### src/rtl/lcd_row_pkg.sv
package lcd_row_pkg;
  localparam int unsigned LINE_W = 8;

  typedef enum logic [1:0] {
    DUTY_48  = 2'b00,
    DUTY_64  = 2'b01,
    DUTY_96  = 2'b10,
    DUTY_128 = 2'b11
  } duty_e;

  function automatic logic [LINE_W-1:0] duty_lines(input duty_e sel);
    case (sel)
      DUTY_48:  duty_lines = LINE_W'(48);
      DUTY_64:  duty_lines = LINE_W'(64);
      DUTY_96:  duty_lines = LINE_W'(96);
      default:  duty_lines = LINE_W'(128);
    endcase
  endfunction
endpackage

### src/rtl/lcd_row_clkgen.sv
module lcd_row_clkgen #(
  parameter int unsigned HALF_DIV = 2
) (
  input  logic clk_i,
  input  logic rst_ni,
  input  logic en_i,
  input  logic osc_tick_i,
  input  logic freq_sel_i,
  output logic cl2_o,
  output logic clk1_o,
  output logic clk2_o
);
  localparam int unsigned HW = (HALF_DIV > 1) ? $clog2(HALF_DIV) : 1;
  localparam logic [HW-1:0] HLAST = HW'(HALF_DIV - 1);

  logic          pre_q;
  logic          base_tick;
  logic [HW-1:0] hcnt_q;
  logic          cl2_q;
  logic [2:0]    ph_q;

  // fast oscillator: keep every second tick
  assign base_tick = en_i & osc_tick_i & (~freq_sel_i | pre_q);

  always_ff @(posedge clk_i or negedge rst_ni) begin
    if (!rst_ni) begin
      pre_q <= 1'b0;
    end else if (!en_i || !freq_sel_i) begin
      pre_q <= 1'b0;
    end else if (osc_tick_i) begin
      pre_q <= ~pre_q;
    end
  end

  always_ff @(posedge clk_i or negedge rst_ni) begin
    if (!rst_ni) begin
      hcnt_q <= '0;
      cl2_q  <= 1'b0;
    end else if (base_tick) begin
      if (hcnt_q == HLAST) begin
        hcnt_q <= '0;
        cl2_q  <= ~cl2_q;
      end else begin
        hcnt_q <= hcnt_q + 1'b1;
      end
    end
  end

  always_ff @(posedge clk_i or negedge rst_ni) begin
    if (!rst_ni) begin
      ph_q <= '0;
    end else if (base_tick) begin
      ph_q <= ph_q + 3'd1;
    end
  end

  // 8-step ring: phase 1 low in steps 0-1, phase 2 low in steps 4-5
  assign cl2_o  = cl2_q;
  assign clk1_o = en_i ? (ph_q > 3'd1) : 1'b1;
  assign clk2_o = en_i ? !((ph_q == 3'd4) || (ph_q == 3'd5)) : 1'b1;
endmodule

### src/rtl/lcd_row_frame.sv
module lcd_row_frame
  import lcd_row_pkg::*;
(
  input  logic       clk_i,
  input  logic       rst_ni,
  input  logic       en_i,
  input  logic       rise_i,
  input  logic [1:0] duty_sel_i,
  output logic       wrap_o,
  output logic       frm_o,
  output logic       m_o
);
  logic [LINE_W-1:0] lcnt_q;
  logic [LINE_W-1:0] last_line;
  logic              frm_q;
  logic              m_q;

  assign last_line = duty_lines(duty_e'(duty_sel_i)) - 1'b1;
  // ">=" so a shorter duty chosen mid-frame still wraps
  assign wrap_o    = en_i & rise_i & (lcnt_q >= last_line);

  always_ff @(posedge clk_i or negedge rst_ni) begin
    if (!rst_ni) begin
      lcnt_q <= '0;
      frm_q  <= 1'b0;
      m_q    <= 1'b0;
    end else if (!en_i) begin
      lcnt_q <= '0;
      frm_q  <= 1'b0;
    end else if (rise_i) begin
      if (wrap_o) begin
        lcnt_q <= '0;
        frm_q  <= 1'b1;
        m_q    <= ~m_q;
      end else begin
        lcnt_q <= lcnt_q + 1'b1;
        frm_q  <= 1'b0;
      end
    end
  end

  assign frm_o = frm_q;
  assign m_o   = m_q;
endmodule

### src/rtl/lcd_row_shifter.sv
module lcd_row_shifter #(
  parameter int unsigned ROWS = 64
) (
  input  logic            clk_i,
  input  logic            rst_ni,
  input  logic            shift_i,
  input  logic            up_i,
  input  logic            din_i,
  output logic [ROWS-1:0] rows_o
);
  logic [ROWS-1:0] q;
  logic [ROWS-1:0] nxt;

  for (genvar i = 0; i < ROWS; i++) begin : g_stage
    logic from_low;
    logic from_high;
    if (i == 0) begin : g_first
      assign from_low = din_i;
    end else begin : g_mid_lo
      assign from_low = q[i-1];
    end
    if (i == ROWS - 1) begin : g_last
      assign from_high = din_i;
    end else begin : g_mid_hi
      assign from_high = q[i+1];
    end
    assign nxt[i] = up_i ? from_low : from_high;
  end

  always_ff @(posedge clk_i or negedge rst_ni) begin
    if (!rst_ni) begin
      q <= '0;
    end else if (shift_i) begin
      q <= nxt;
    end
  end

  assign rows_o = q;
endmodule

### src/rtl/lcd_row_timing.sv
module lcd_row_timing #(
  parameter int unsigned ROWS     = 64,
  parameter int unsigned HALF_DIV = 2
) (
  input  logic            clk_i,
  input  logic            rst_ni,
  input  logic            osc_tick_i,
  input  logic            master_i,
  input  logic            freq_sel_i,
  input  logic [1:0]      duty_sel_i,
  input  logic            phase_sel_i,
  input  logic            shl_i,
  input  logic            ext_cl2_i,
  input  logic            ext_m_i,
  input  logic            dio1_i,
  output logic            dio1_o,
  output logic            dio1_oe_o,
  input  logic            dio2_i,
  output logic            dio2_o,
  output logic            dio2_oe_o,
  output logic            cl2_o,
  output logic            frm_o,
  output logic            m_o,
  output logic            clk1_o,
  output logic            clk2_o,
  output logic [ROWS-1:0] row_o
);
  logic cl2_int;
  logic cl2_eff;
  logic cl2_q;
  logic rise_evt;
  logic fall_evt;
  logic shift_en;
  logic wrap;
  logic frm_int;
  logic m_int;
  logic inject;
  logic shift_in;
  logic [ROWS-1:0] rows;

  lcd_row_clkgen #(.HALF_DIV(HALF_DIV)) u_clkgen (
    .clk_i      (clk_i),
    .rst_ni     (rst_ni),
    .en_i       (master_i),
    .osc_tick_i (osc_tick_i),
    .freq_sel_i (freq_sel_i),
    .cl2_o      (cl2_int),
    .clk1_o     (clk1_o),
    .clk2_o     (clk2_o)
  );

  assign cl2_eff = master_i ? cl2_int : ext_cl2_i;

  always_ff @(posedge clk_i or negedge rst_ni) begin
    if (!rst_ni) cl2_q <= 1'b0;
    else         cl2_q <= cl2_eff;
  end

  assign rise_evt = cl2_eff & ~cl2_q;
  assign fall_evt = ~cl2_eff & cl2_q;
  assign shift_en = phase_sel_i ? rise_evt : fall_evt;

  lcd_row_frame u_frame (
    .clk_i      (clk_i),
    .rst_ni     (rst_ni),
    .en_i       (master_i),
    .rise_i     (rise_evt),
    .duty_sel_i (duty_sel_i),
    .wrap_o     (wrap),
    .frm_o      (frm_int),
    .m_o        (m_int)
  );

  // rising-edge shift coincides with the frame wrap; falling-edge shift sees FRM already set
  assign inject   = phase_sel_i ? wrap : frm_int;
  assign shift_in = master_i ? inject : (shl_i ? dio1_i : dio2_i);

  lcd_row_shifter #(.ROWS(ROWS)) u_shift (
    .clk_i   (clk_i),
    .rst_ni  (rst_ni),
    .shift_i (shift_en),
    .up_i    (shl_i),
    .din_i   (shift_in),
    .rows_o  (rows)
  );

  assign row_o     = rows;
  assign cl2_o     = cl2_eff;
  assign frm_o     = frm_int;
  assign m_o       = master_i ? m_int : ext_m_i;
  assign dio1_oe_o = master_i | ~shl_i;
  assign dio2_oe_o = master_i | shl_i;
  assign dio1_o    = shl_i ? frm_int : rows[0];
  assign dio2_o    = shl_i ? rows[ROWS-1] : frm_int;
endmodule

### config.mk
export PLATFORM = sky130hd
export DESIGN_NAME = lcd_row_timing
export DESIGN_NICKNAME = d
export VERILOG_FILES = /design/src/rtl/lcd_row_pkg.sv /design/src/rtl/lcd_row_clkgen.sv /design/src/rtl/lcd_row_frame.sv /design/src/rtl/lcd_row_shifter.sv /design/src/rtl/lcd_row_timing.sv
export SDC_FILE = /design/constraint.sdc
export NUM_CORES = 1
export LEC_CHECK = 0
export ABC_AREA = 1
export BUFFER_PORTS_ARGS = -buffer_cell sky130_fd_sc_hd__buf_4
export CORE_ASPECT_RATIO = 0.5
export CORE_MARGIN = 3
export CORE_UTILIZATION = 48
export CTS_BUF_LIST = sky130_fd_sc_hd__clkbuf_4 sky130_fd_sc_hd__clkbuf_8
export DETAILED_ROUTE_END_ITERATION = 10
export PLACE_DENSITY = 0.72
export SYNTH_ARGS = -nofsm -noshare
export SYNTH_HDL_FRONTEND = slang
export SYNTH_SLANG_ARGS = --single-unit
### constraint.sdc
create_clock -name clk_i -period 1.61 [get_ports clk_i]
set_input_delay 0.322 -clock clk_i [delete_from_list [all_inputs] [get_ports clk_i]]
set_output_delay 0.322 -clock clk_i [all_outputs]
set_load 0.005 [all_outputs]
==> qor.yml <==
outcome:
  status: "finished, final reports clean"
synth:
  yosysWarningCount: 0
  avgSynthCellArea_um2: 9.34
  ys_ff_latch: 81
  synth_fp_nets: 495
  synth.distinct_cells: 28
  synthCells: 474
  synth_largest_area_cell: "dfrtp_1"
  synth.area.top_cells: "dfrtp_1, o211ai_2, nand2_1"
  synth.cell_area_mm2: 0.00443
  synth_top_area_frac: 0.458
  yosysSeqAreaShare: 0.458
sta:
  fmax_mhz: 633
  fin_crit_ps: 1580
  finalHoldViolCount: 0
  fin_setup_tns_ps: 0
  fin_skew_ps: 7.96
  rsz0062_at_grt: "true"
  fin_crit_sh: 0.982
  setup_viol: 0
  drv_slew: 0
power:
  peakVddDrop_mv: 0.803
  p_leak_nw: 2.70
  powerDensity_mw_per_mm2: 1710
die:
  die_width_um: 142
  floorplan.initialDensity: 0.501
  top_level_ports: 86
  rows: 24
  dieArea_mm2: 0.0105
  die_y_um: 73.9
  core_mm2: 0.00883
job:
  max_cap_viol_count: 0
global_routing:
  first_global_vias: 3137
  grt_remaining_overflow: 0
  grtUsageTotal: 0.174
  antenna_found_initial: 0
  grt_pass1_wl_um: 14800
  grt_max_degree: 69
setup_path:
  worst_path_max_delay_cell: "dfrtp_1"
  crit_path_cell_trace: "ha_2 > o211ai_1 > buf_4"
  critPathKind: "register to primary output"
  cp_slowest_stage_delay_ps: 410
  required_ps: 1290
  crit_family: "flip-flops"
  worst_ep_arrival_time_ps: 1260
  cp_num_buf_inv: 1
  cp-start-kind: "register"
  worstPathMaxFanout: 3
  crit_path_end_kind: "primary output"
placement:
  dpl.hpwl_um: 6450
  place_congestion: 0.833
  portBuffers: 85
drt:
  wl_per_cell_um: 13.0
  wl_met1_um: 4390
  num_vias: 3373
  routed_wl_um: 8950
  drt_iter0_drc: 192
  met2_length_um: 4100
  viasPerCell: 4.91
  drtPass1Iterations: 4
  ant_nets: 0
  top_layer: "met4"
  drc: 0
  wl_met3_um: 391
clock_tree:
  clock-root-buffer: "clkbuf_8"
  cts_max_path_buffers: 2
  clk_pin_slew_ps: 80
  clk_latency_ps: 340
  cts-buffers-inserted: 9
  cts_tree: "built"
  ctsHtreeMaxLevel: 3
  cts_num_sinks: 81
final_layout:
  n_antenna_cell: 0
  nets: 586
  area_growth_pct: 24.3
  final_layout_size_suffix_gt1_frac: 0.342
  utilization: 0.623
worst_hold_path:
  hp-class: "input port to register"
-- power by group --
group	internal, W	switching, W
Clock	0.00101	0.000700
Combinational	0.00199	0.00193
Sequential	0.00290	0.000870
Total	0.00590	0.00350
-- cell usage after synthesis --
cell	number
nand2_1	94
dfrtp_1	81
inv_1	80
o21ai_1	63
o211ai_2	58
clkbuf_1	11
nor2_1	10
nand3_1	9
xor2_1	9
ha_1	8
o21ai_0	7
a21oi_1	6
buf_12	6
buf_2	6
o22ai_1	6
o211ai_1	5
buf_4	2
nand2_2	2
xnor2_1	2
buf_1	1
buf_8	1
conb_1	1
inv_2	1
inv_4	1
mux2i_1	1
nand2_4	1
nor3_1	1
o21ai_2	1
-- cell usage in the layout (no fill, tap or decap), types with 6 or more instances in the layout --
master	count
a21oi_1	6
buf_12	6
buf_4	100
clkbuf_8	11
dfrtp_1	81
inv_1	79
nand2_1	90
nand3_1	8
nor2_1	10
o211ai_2	58
o21ai_0	7
o21ai_1	63
o22ai_1	6
xor2_1	9
-- tightest hold or removal path, cell delays in order --
cell     delay [ps]
buf_4            80
nand2_2          50
nand2_2          70
-- path summary, 6_finish.rpt --
path	start	endpoint	slack [ps]	depth (start not counted)
min in group asynchronous	rst_ni	u_shift.rows_o[22]	440	2
worst min-delay path	ext_cl2_i	cl2_q	240	3
worst max register to register	u_frame.lcnt_q[7]	u_frame.m_o	80	8
max in group asynchronous	rst_ni	u_shift.rows_o[46]	680	3
worst max-delay path	u_clkgen.ph_q[0]	clk2_o	30	3
worst min register to register	u_clkgen.hcnt_q	u_clkgen.hcnt_q	470	1
-- layout make-up --
type                            count  area, um^2
Fill cell                         772        3330
Tap cell                          117         146
Timing Repair Buffer              107         881
Clock buffer                       14         174
Sequential cell                    81        2030
Inverter                           82         310
Clock inverter                      2        60.1
Multi-Input combinational cell    284        1900
-- routing by layer --
metal	global-route usage	vias up
met3	0.0475	6
met4	0.0415	0
met1	0.235	1560
li1	-	1751
met2	0.283	56
met5	0	-
-- sequential cells by signal (all words and copies together) (netlist names) --
| signal | cells |
|---|---|
| u_clkgen.hcnt_q | 1 |
| u_shift.rows_o | 64 |
| cl2_q | 1 |
| u_clkgen.cl2_o | 1 |
| u_frame.m_o | 1 |
| u_clkgen.ph_q | 3 |
| u_frame.frm_o | 1 |
| u_frame.lcnt_q | 8 |
| u_clkgen.pre_q | 1 |
-- timing repair --
action                     CTS  global route
setup endpoints to repair    2            13
setup buffers                2             2
hold buffers                 1             0
hold endpoints to repair    24             0
gates resized for setup      2             8
pin swaps                    1             5
-- kinds of logic after synthesis --
family | Yosys count | synth area share
compound gates | 146 | 0.269
xor+xnor | 11 | 0.0218
fa+ha+maj | 8 | 0.0226
buf+inv | 109 | 0.121
flops | 81 | 0.458
mux | 1 | 0.00226
other cells | 1 | 0.000847
simple gates | 117 | 0.105
-- through the flow --
stage	hold slack, ps	cell area (um^2)	instances	power (W)	setup slack [ps]
3_5_place_dp	270	5190	666	0.00773	-53.9
3_3_place_gp	274	5190	666	0.00763	-24.0
5_1_grt	229	5500	687	0.0102	-47.4
6_report	235	5500	687	0.00940	29.1
2_1_floorplan	26.4	4430	474	0.00598	179
4_1_cts	215	5450	685	0.00953	1.06
No activity file was read; power rests on OpenSTA's default activity.
